`config.mk`:
```
export PLATFORM = sky130hd
export DESIGN_NAME = gpio_irq_aggregator
export DESIGN_NICKNAME = d
export VERILOG_FILES = /design/src/rtl/gpio_irq_pkg.sv /design/src/rtl/gia_decode.sv /design/src/rtl/gia_edge_cause.sv /design/src/rtl/gia_enable_reg.sv /design/src/rtl/gia_group_or.sv /design/src/rtl/gpio_irq_aggregator.sv
export SDC_FILE = /design/constraint.sdc
export NUM_CORES = 1
export LEC_CHECK = 0
export ABC_AREA = 1
export ABC_CLOCK_PERIOD_IN_PS = 1300
export BUFFER_PORTS_ARGS = -buffer_cell sky130_fd_sc_hd__buf_2
export CAP_MARGIN = 20
export CORE_AREA = 8 8 92 177
export CTS_CLUSTER_SIZE = 14
export DETAILED_ROUTE_END_ITERATION = 6
export DIE_AREA = 0 0 100 185
export GPL_TIMING_DRIVEN = 0
export MAX_ROUTING_LAYER = met4
export PLACE_DENSITY = 0.8
export SLEW_MARGIN = 30
export SYNTH_ARGS = -nofsm -noshare
export SYNTH_HDL_FRONTEND = slang
export SYNTH_SLANG_ARGS = --single-unit
```
`constraint.sdc`:
```
create_clock -name clk -period 1.3 [get_ports clk]
set_input_delay 0.195 -clock clk [delete_from_list [all_inputs] [get_ports clk]]
set_output_delay 0.195 -clock clk [all_outputs]
set_load 0.01 [all_outputs]
```
`src/rtl/gpio_irq_pkg.sv`:
```
package gpio_irq_pkg;
    localparam int OFS_CAUSE    = 'h14;
    localparam int OFS_EDGE_EN  = 'h18;
    localparam int OFS_LEVEL_EN = 'h1C;

    typedef enum logic [1:0] {
        SEL_NONE     = 2'd0,
        SEL_CAUSE    = 2'd1,
        SEL_EDGE_EN  = 2'd2,
        SEL_LEVEL_EN = 2'd3
    } reg_sel_e;
endpackage

```
`src/rtl/gia_decode.sv`:
```
module gia_decode
    import gpio_irq_pkg::*;
#(
    parameter int AW       = 8,
    parameter int MASK_OFS = 0
) (
    input  logic [AW-1:0] addr,
    output reg_sel_e      sel
);
    localparam logic [AW-1:0] A_CAUSE = AW'(OFS_CAUSE);
    localparam logic [AW-1:0] A_EEN   = AW'(OFS_EDGE_EN + MASK_OFS);
    localparam logic [AW-1:0] A_LEN   = AW'(OFS_LEVEL_EN + MASK_OFS);

    always_comb begin
        if (addr == A_CAUSE)      sel = SEL_CAUSE;
        else if (addr == A_EEN)   sel = SEL_EDGE_EN;
        else if (addr == A_LEN)   sel = SEL_LEVEL_EN;
        else                      sel = SEL_NONE;
    end
endmodule

```
`src/rtl/gia_edge_cause.sv`:
```
module gia_edge_cause #(
    parameter int N = 32
) (
    input  logic         clk,
    input  logic         rst_n,
    input  logic [N-1:0] pin_in,
    input  logic         clr_en,
    input  logic [N-1:0] keep_word,
    output logic [N-1:0] cause_q
);
    logic [N-1:0] prev_q;
    logic [N-1:0] rise;
    logic [N-1:0] keep;

    assign rise = pin_in & ~prev_q;
    assign keep = clr_en ? keep_word : {N{1'b1}};

    always_ff @(posedge clk) begin
        if (!rst_n) begin
            prev_q  <= '0;
            cause_q <= '0;
        end else begin
            prev_q  <= pin_in;
            cause_q <= (cause_q & keep) | rise;
        end
    end

    // a detected rise is set on the next cycle, even against a clear
    p_rise_sets_r4: assert property (@(posedge clk) disable iff (!rst_n)
        ((pin_in & ~prev_q) != '0) |=>
        ((cause_q & $past(pin_in & ~prev_q)) == $past(pin_in & ~prev_q)));

    // a bit only goes from 0 to 1 on a rise
    p_no_spurious_set_r9: assert property (@(posedge clk) disable iff (!rst_n)
        1'b1 |=> ((cause_q & ~$past(cause_q) & ~$past(pin_in & ~prev_q)) == '0));

    // a zero written clears its bit unless a rise arrives together
    p_clear_zero_r3: assert property (@(posedge clk) disable iff (!rst_n)
        clr_en |=> ((cause_q & ~$past(keep_word) & ~$past(pin_in & ~prev_q)) == '0));

    // bits written as one keep their value absent a rise
    p_keep_one_r3: assert property (@(posedge clk) disable iff (!rst_n)
        clr_en |=> (((cause_q ^ $past(cause_q)) & $past(keep_word)
                     & ~$past(pin_in & ~prev_q)) == '0));
endmodule

```
`src/rtl/gia_enable_reg.sv`:
```
module gia_enable_reg #(
    parameter int N = 32
) (
    input  logic         clk,
    input  logic         rst_n,
    input  logic         wr_en,
    input  logic [N-1:0] wdata,
    output logic [N-1:0] value_q
);
    always_ff @(posedge clk) begin
        if (!rst_n)      value_q <= '0;
        else if (wr_en)  value_q <= wdata;
    end

    // the register only moves on a write
    p_hold_unwritten_r8: assert property (@(posedge clk) disable iff (!rst_n)
        !wr_en |=> $stable(value_q));
endmodule

```
`src/rtl/gia_group_or.sv`:
```
module gia_group_or #(
    parameter int N  = 32,
    parameter int GW = 8,
    localparam int NG = N / GW
) (
    input  logic          clk,
    input  logic          rst_n,
    input  logic [N-1:0]  pend,
    output logic [NG-1:0] irq_q
);
    for (genvar g = 0; g < NG; g++) begin : g_grp
        always_ff @(posedge clk) begin
            if (!rst_n) irq_q[g] <= 1'b0;
            else        irq_q[g] <= |pend[g*GW +: GW];
        end
    end
endmodule

```
`src/rtl/gpio_irq_aggregator.sv`:
```
module gpio_irq_aggregator
    import gpio_irq_pkg::*;
#(
    parameter int N        = 32,
    parameter int GW       = 8,
    parameter int AW       = 8,
    parameter int MASK_OFS = 0,
    localparam int NG      = N / GW
) (
    input  logic          clk,
    input  logic          rst_n,
    input  logic [N-1:0]  pin_in,
    input  logic          bus_sel,
    input  logic          bus_wr,
    input  logic [AW-1:0] bus_addr,
    input  logic [N-1:0]  bus_wdata,
    output logic [N-1:0]  bus_rdata,
    output logic [NG-1:0] irq_out
);
    reg_sel_e     sel;
    logic [N-1:0] cause_q;
    logic [N-1:0] edge_en_q;
    logic [N-1:0] level_en_q;
    logic [N-1:0] pend;
    logic         wr_cause, wr_een, wr_len, rd_req;
    logic [N-1:0] rd_mux;

    gia_decode #(.AW(AW), .MASK_OFS(MASK_OFS)) u_dec (
        .addr(bus_addr), .sel(sel));

    assign wr_cause = bus_sel &  bus_wr & (sel == SEL_CAUSE);
    assign wr_een   = bus_sel &  bus_wr & (sel == SEL_EDGE_EN);
    assign wr_len   = bus_sel &  bus_wr & (sel == SEL_LEVEL_EN);
    assign rd_req   = bus_sel & ~bus_wr;

    gia_edge_cause #(.N(N)) u_cause (
        .clk(clk), .rst_n(rst_n), .pin_in(pin_in),
        .clr_en(wr_cause), .keep_word(bus_wdata), .cause_q(cause_q));

    gia_enable_reg #(.N(N)) u_een (
        .clk(clk), .rst_n(rst_n), .wr_en(wr_een),
        .wdata(bus_wdata), .value_q(edge_en_q));

    gia_enable_reg #(.N(N)) u_len (
        .clk(clk), .rst_n(rst_n), .wr_en(wr_len),
        .wdata(bus_wdata), .value_q(level_en_q));

    assign pend = (pin_in & level_en_q) | (cause_q & edge_en_q);

    gia_group_or #(.N(N), .GW(GW)) u_grp (
        .clk(clk), .rst_n(rst_n), .pend(pend), .irq_q(irq_out));

    always_comb begin
        unique case (sel)
            SEL_CAUSE:    rd_mux = cause_q;
            SEL_EDGE_EN:  rd_mux = edge_en_q;
            SEL_LEVEL_EN: rd_mux = level_en_q;
            default:      rd_mux = '0;
        endcase
    end

    always_ff @(posedge clk) begin
        if (!rst_n)      bus_rdata <= '0;
        else if (rd_req) bus_rdata <= rd_mux;
        else             bus_rdata <= '0;
    end

    // with both enables clear, no interrupt can follow
    p_masked_quiet_r6: assert property (@(posedge clk) disable iff (!rst_n)
        (edge_en_q == '0 && level_en_q == '0) |=> (irq_out == '0));

    // an unmapped read returns zero
    p_unmapped_zero_r10: assert property (@(posedge clk) disable iff (!rst_n)
        (rd_req && sel == SEL_NONE) |=> (bus_rdata == '0));

    // with no read request the data bus stays idle at zero
    p_idle_rdata_r10: assert property (@(posedge clk) disable iff (!rst_n)
        !rd_req |=> (bus_rdata == '0));
endmodule

```
Yosys cells after proc, flatten, opt, wreduce, memory -nomap -nowiden --
Cells that the tools add are included.
Word-level totals: bits in registers 164, input bits 76, output and inout bits 36, logic and storage cells 38
Operators by class: equality and inequality tests 6, mux-type cells 5, bitwise gates (word level) 13, reduce and logical (&&, ||, !) cells 5
Operators by type and width (number):
- $and 32x32->32 | 4
- $pmux 32 s3 | 1
- $or 32x32->32 | 2
- $mux 32 | 1
- $not 32->32 | 1
- $reduce_or 8->1 | 4
- $eq 8x5->1 const B | 3
- $mux 2 | 3
- $and 1x1->1 | 5
- $eq 2x2->1 const B | 2
- $eq 2x1->1 const B | 1
- $reduce_and 2->1 | 1
- $not 1->1 | 1

Depth between registers and ports, before layout --
depth in word-level cells 9, depth in mapped cells 9, mapped depth without buffers 7

By module --
From an unflattened synthesis, not the netlist that was laid out.
Second synthesis, totals: cells, all modules 1136, area, all modules 7542.2 um^2
By module, submodules not included:
- gia_enable_reg | times used 2, cells an instance 202, area an instance 1335.0 um^2, seq. area each 640.6 um^2
- gia_edge_cause | times used 1, cells an instance 398, area an instance 2633.8 um^2, seq. area each 1281.2 um^2
- gpio_irq_aggregator | times used 1, cells an instance 288, area an instance 1998.2 um^2, seq. area each 640.6 um^2
- gia_group_or | times used 1, cells an instance 37, area an instance 203.9 um^2, seq. area each 80.1 um^2
- gia_decode | times used 1, cells an instance 9, area an instance 36.3 um^2, seq. area each 0.0 um^2

Least setup slack after synthesis --
No wires, ideal clock.
path kind input port to flip-flop, from input bus_addr[7], to register u_een.value_q[1], setup time 132 ps, arrival time 1005 ps, data required time 1168 ps, setup slack 163 ps, stages on the path 7, path buffers 1, path through nor2_1 inv_2 nor2_8 nand3_1 clkbuf_1 nand2_1 a21oi_1
Between the ends: longest elaborated chain between the ends 6, elaborated cells on any way between the ends 8
RTL lines:
- from (decl) | RTL line gpio_irq_aggregator.sv:15 | input logic [AW-1:0] bus_addr,
- $eq 8x5->1 | RTL line gia_decode.sv:17 | else if (addr == A_LEN) sel = SEL_LEVEL_EN;
- $mux 2 | RTL line gia_decode.sv:17
- $mux 2 | RTL line gia_decode.sv:16 | else if (addr == A_EEN) sel = SEL_EDGE_EN;
- $mux 2 (*) | RTL line gia_decode.sv:15 | if (addr == A_CAUSE) sel = SEL_CAUSE;
- $eq 2x2->1 (*) | RTL line gpio_irq_aggregator.sv:32 | assign wr_een = bus_sel & bus_wr & (sel == SEL_EDGE_EN);
- $and 1x1->1 (*) | RTL line gpio_irq_aggregator.sv:32
- to (signal assigned) | RTL line gia_enable_reg.sv:12 | else if (wr_en) value_q <= wdata;
- to (decl) | RTL line gia_enable_reg.sv:8 | output logic [N-1:0] value_q
Mark *: on every way between the ends. The rest lies on a longest branch, timed or not. A chain may end at the register's enable or synchronous reset.

Final worst setup path --
from input bus_addr[7], to register u_een.value_q[26]
Same word-level chain as after synthesis.

==> impl_summary.md <==
Floorplan
For this configuration, the core starts out at a cell density of 48.4%. The core outline area is 0.0141 mm^2. The die extent in x is 100 um. The floorplan die height is around 190 um.

The count of boundary I/O pins is 112. The floorplan row count is between 60 and 70. The floorplan step defined a die boundary enclosing 0.0185 mm^2.

Routing
Dividing the detail-routed via count by the number of cells gives 5.57. The DRC marker count from the first detailed-route iteration is 708. After detailed routing, the number of remaining DRC violations is 18. The detailed-route wire length per cell is roughly 16 um. The count of nets left with antenna violations once routing finished came out at 0.

The number of detailed-route iterations in the first pass is 7. Across all layers, the routed design uses 7,191 vias. The routed wire length is approximately 21,000 um.

Outcome
The checks that failed: design-rule violations, negative hold slack. The run finished, with violations left.

Place
The count of buffers added on input and output ports is 111. The minimum setup slack after placement is -0.442 ns. The congestion estimate from routability-driven global placement came to 0.936. The HPWL after detailed placement is 14,900 um.

Synthesis
The number of nets produced by synthesis is 1,008. In this run, synthesis produced a sequential element count of roughly 160. The netlist area before placement is 0.00683 mm^2. The portion of the post-synthesis area used by sequential elements is 48.1%. The proportion of netlist area held by the largest area contributor is 48.1%. The number of distinct library cells after synthesis is 18. After technology mapping, the gate count stands at 932. Ranked by total cell area, the synthesized netlist is headed by sky130_fd_sc_hd__dfxtp_1 48%, sky130_fd_sc_hd__nand2_1 13%, sky130_fd_sc_hd__nand3_1 9.7%. The largest total area in the synthesized netlist belongs to sky130_fd_sc_hd__dfxtp_1. The average instance area after synthesis is 7.33 um^2. The synthesis warning total is 0.

Layout
The synthesis-to-layout area growth is 23.5%. The filler cells instantiated in the layout total 1,322. In the final design database the tool counted 1,163 nets.

Cells with a size suffix above 1 make up 17.5% of the layout.

Timing
The final hold violation count is 1. For the pin with the worst max-slew slack, the measured transition is 0.607 ns. The post-layout worst setup margin is roughly 0.12 ns. Setup repair after global routing left no endpoint under its margin.

Setup violations remaining at the end of the flow were counted as 0. The relative max-transition margin is ~60%. For this run, the top clock speed supported by timing is 849 MHz. After layout, the minimum clock period comes to 1.18 ns. The final worst hold slack is -0.00364 ns. The final number of max-transition violations came to 0. The setup clock skew after layout is 0.00676 ns. The share of the cycle needed by the critical path after routing is between 90% and 100%. For the final routed database, the setup TNS stands at 0 ns.

Power and ir drop
The static leakage is between 4 and 5 nW. The highest ir drop seen on vdd is approximately 1.0 mV. For this design the ratio of total power to cell area is between 1000 and 1500 mW/mm^2.

CTS
The root buffer cell is sky130_fd_sc_hd__clkbuf_16. The CTS tree is built. In this run, CTS created clock tree buffers numbering 17. The post-CTS clock slew at the launch and capture registers of the worst setup and hold paths is 0.06 ns. The depth of the CTS H-tree is 4. At the later pin of the worst-skew pair, clock insertion delay measures 0.42 ns. Counting every sink on the clock net gives ~160.

The clock tree buffer depth is 2.

GRT
The global router's overall resource usage is about a quarter. The via count of the first global-routing pass is 7,146. The number of antenna violations at the first check in global routing was 1.

The maximum number of pins on one net before global-route repair is 17. The total overflow left after global routing is 0. The first global-routing pass estimated between 30,000 and 40,000 um of wire.

Setup path
The category of the critical setup timing path is input pin to flip-flop. The nature of the critical path endpoint is a flip-flop. The worst setup path is launched from an input pin. Of all nets on the critical path, the largest fanout is 10.

STA puts the critical path data required time at approximately 1.6 ns. For the worst setup path, the data arrival time is 1.46 ns.

Flow run
The tool flagged a number of max-cap violations equal to 0.

Min path
The type of the worst min-delay path is input pin to flip-flop.
-- power by group --
part           total, W  leakage [nW]  switching, W  internal, W
combinational  0.000705          2.42      0.000439     0.000266
clock           0.00484         0.266       0.00198      0.00286
sequential      0.00528          1.34     0.0000988      0.00518
-- path summary, 6_finish.rpt --
kind | slack (ns) | startpoint | endpoint | cells after the start
hold / removal | -0.004 | pin_in[24] | u_cause.prev_q[24] | 3
setup reg to reg | 0.26 | u_cause.cause_q[17] | u_grp.irq_q[2] | 6
setup / recovery | 0.12 | bus_addr[7] | u_een.value_q[26] | 8
hold reg to reg | 0.48 | u_len.value_q[16] | u_len.value_q[16] | 2
-- cells in the mapped netlist, drive strengths merged --
cell,number
a21oi,68
buf,47
clkbuf,19
dfxtp,164
inv,73
nand2,238
nand3,132
nand4,78
nor2,79
nor3,1
nor3b,1
o21bai,32
-- timing repair --
action | CTS | global route
hold endpoints to repair | 24 | 0
gates resized for setup | 1 | 6
hold buffers | 24 | 0
endpoints found under the setup margin | 1 | 14
buffers inserted | 0 | 1
pin swaps | 0 | 1
-- metrics by stage --
stage / hold slack (ns) / util, % / instance area [um^2] / total power [W] / instances
2_1_floorplan: 0.306 / - / 6830 / 0.00569 / 932
3_3_place_gp: 0.416 / 54.0 / 7630 / 0.00599 / 1235
3_5_place_dp: 0.414 / 54.0 / 7630 / 0.00602 / 1235
4_1_cts: 0.00106 / 59.7 / 8420 / 0.0108 / 1289
5_1_grt: 0.000146 / 59.8 / 8440 / 0.0111 / 1291
6_report: -0.00364 / 59.8 / 8440 / 0.0108 / 1291
-- worst max-delay path: stages --
cell                       delay [ns]
sky130_fd_sc_hd__buf_2           0.09
sky130_fd_sc_hd__nor2_1          0.15
sky130_fd_sc_hd__inv_2           0.08
sky130_fd_sc_hd__nor2_8          0.17
sky130_fd_sc_hd__nand3_1         0.24
sky130_fd_sc_hd__clkbuf_1        0.32
sky130_fd_sc_hd__nand2_1         0.13
sky130_fd_sc_hd__a21oi_1         0.09
-- cells in the final DEF, fill, tap and decap left out --
cell type and n:
sky130_fd_sc_hd__nand2_1 238, sky130_fd_sc_hd__dfxtp_1 164, sky130_fd_sc_hd__buf_2 153, sky130_fd_sc_hd__nand3_1 132
sky130_fd_sc_hd__nand4_1 78, sky130_fd_sc_hd__nor2_1 77, sky130_fd_sc_hd__inv_1 70, sky130_fd_sc_hd__a21oi_1 68
sky130_fd_sc_hd__o21bai_1 32, sky130_fd_sc_hd__dlygate4sd3_1 24, sky130_fd_sc_hd__clkbuf_1 19, sky130_fd_sc_hd__clkbuf_16 17
sky130_fd_sc_hd__clkbuf_2 4, sky130_fd_sc_hd__inv_2 3, sky130_fd_sc_hd__buf_1 3, sky130_fd_sc_hd__buf_4 2
sky130_fd_sc_hd__clkinv_2 2, sky130_fd_sc_hd__clkinvlp_4 2, sky130_fd_sc_hd__bufinv_16 2, sky130_fd_sc_hd__diode_2 1
sky130_fd_sc_hd__nor2_8 1, sky130_fd_sc_hd__buf_6 1, sky130_fd_sc_hd__nor2_2 1, sky130_fd_sc_hd__nor3b_4 1
sky130_fd_sc_hd__nor3_1 1, sky130_fd_sc_hd__clkinv_4 1, sky130_fd_sc_hd__clkbuf_8 1, sky130_fd_sc_hd__inv_6 1
-- kinds of logic after synthesis --
family / after synthesis / synth area share, %
flops: 164 / 48.1
buf+inv: 139 / 8.57
compound gates: 100 / 8.50
simple gates: 529 / 34.9
-- sequential cells by signal, indices dropped and copies added, names as in the netlist --
name / count
u_len.value_q: 32
bus_rdata: 32
u_grp.irq_q: 4
u_cause.cause_q: 32
u_cause.prev_q: 32
u_een.value_q: 32
-- per-layer routing --
layer  wire (um)  up-vias  GRT usage (%)  part of all wire (%)
met5           0        -              -                     0
met4         855        0           14.5                   4.0
met3        2290       77           5.87                    11
met2       10200      441           38.2                    48
met1        7840     3282           25.7                    37
li1            -     3391              -                     -
-- final cells by class --
cell class | instances | area [um^2] | share of cell area [%]
multi-input combinational | 629 | 2960 | 35.1
antenna | 1 | 2.50 | 0.0297
buffer | 66 | 317 | 3.75
clock buffer | 22 | 454 | 5.38
tap | 192 | 240 | 2.85
sequential | 164 | 3280 | 38.9
timing repair buffer | 136 | 803 | 9.52
inverter | 73 | 274 | 3.25
clock inverter | 8 | 103 | 1.22
(Power assumes the default switching activity.)
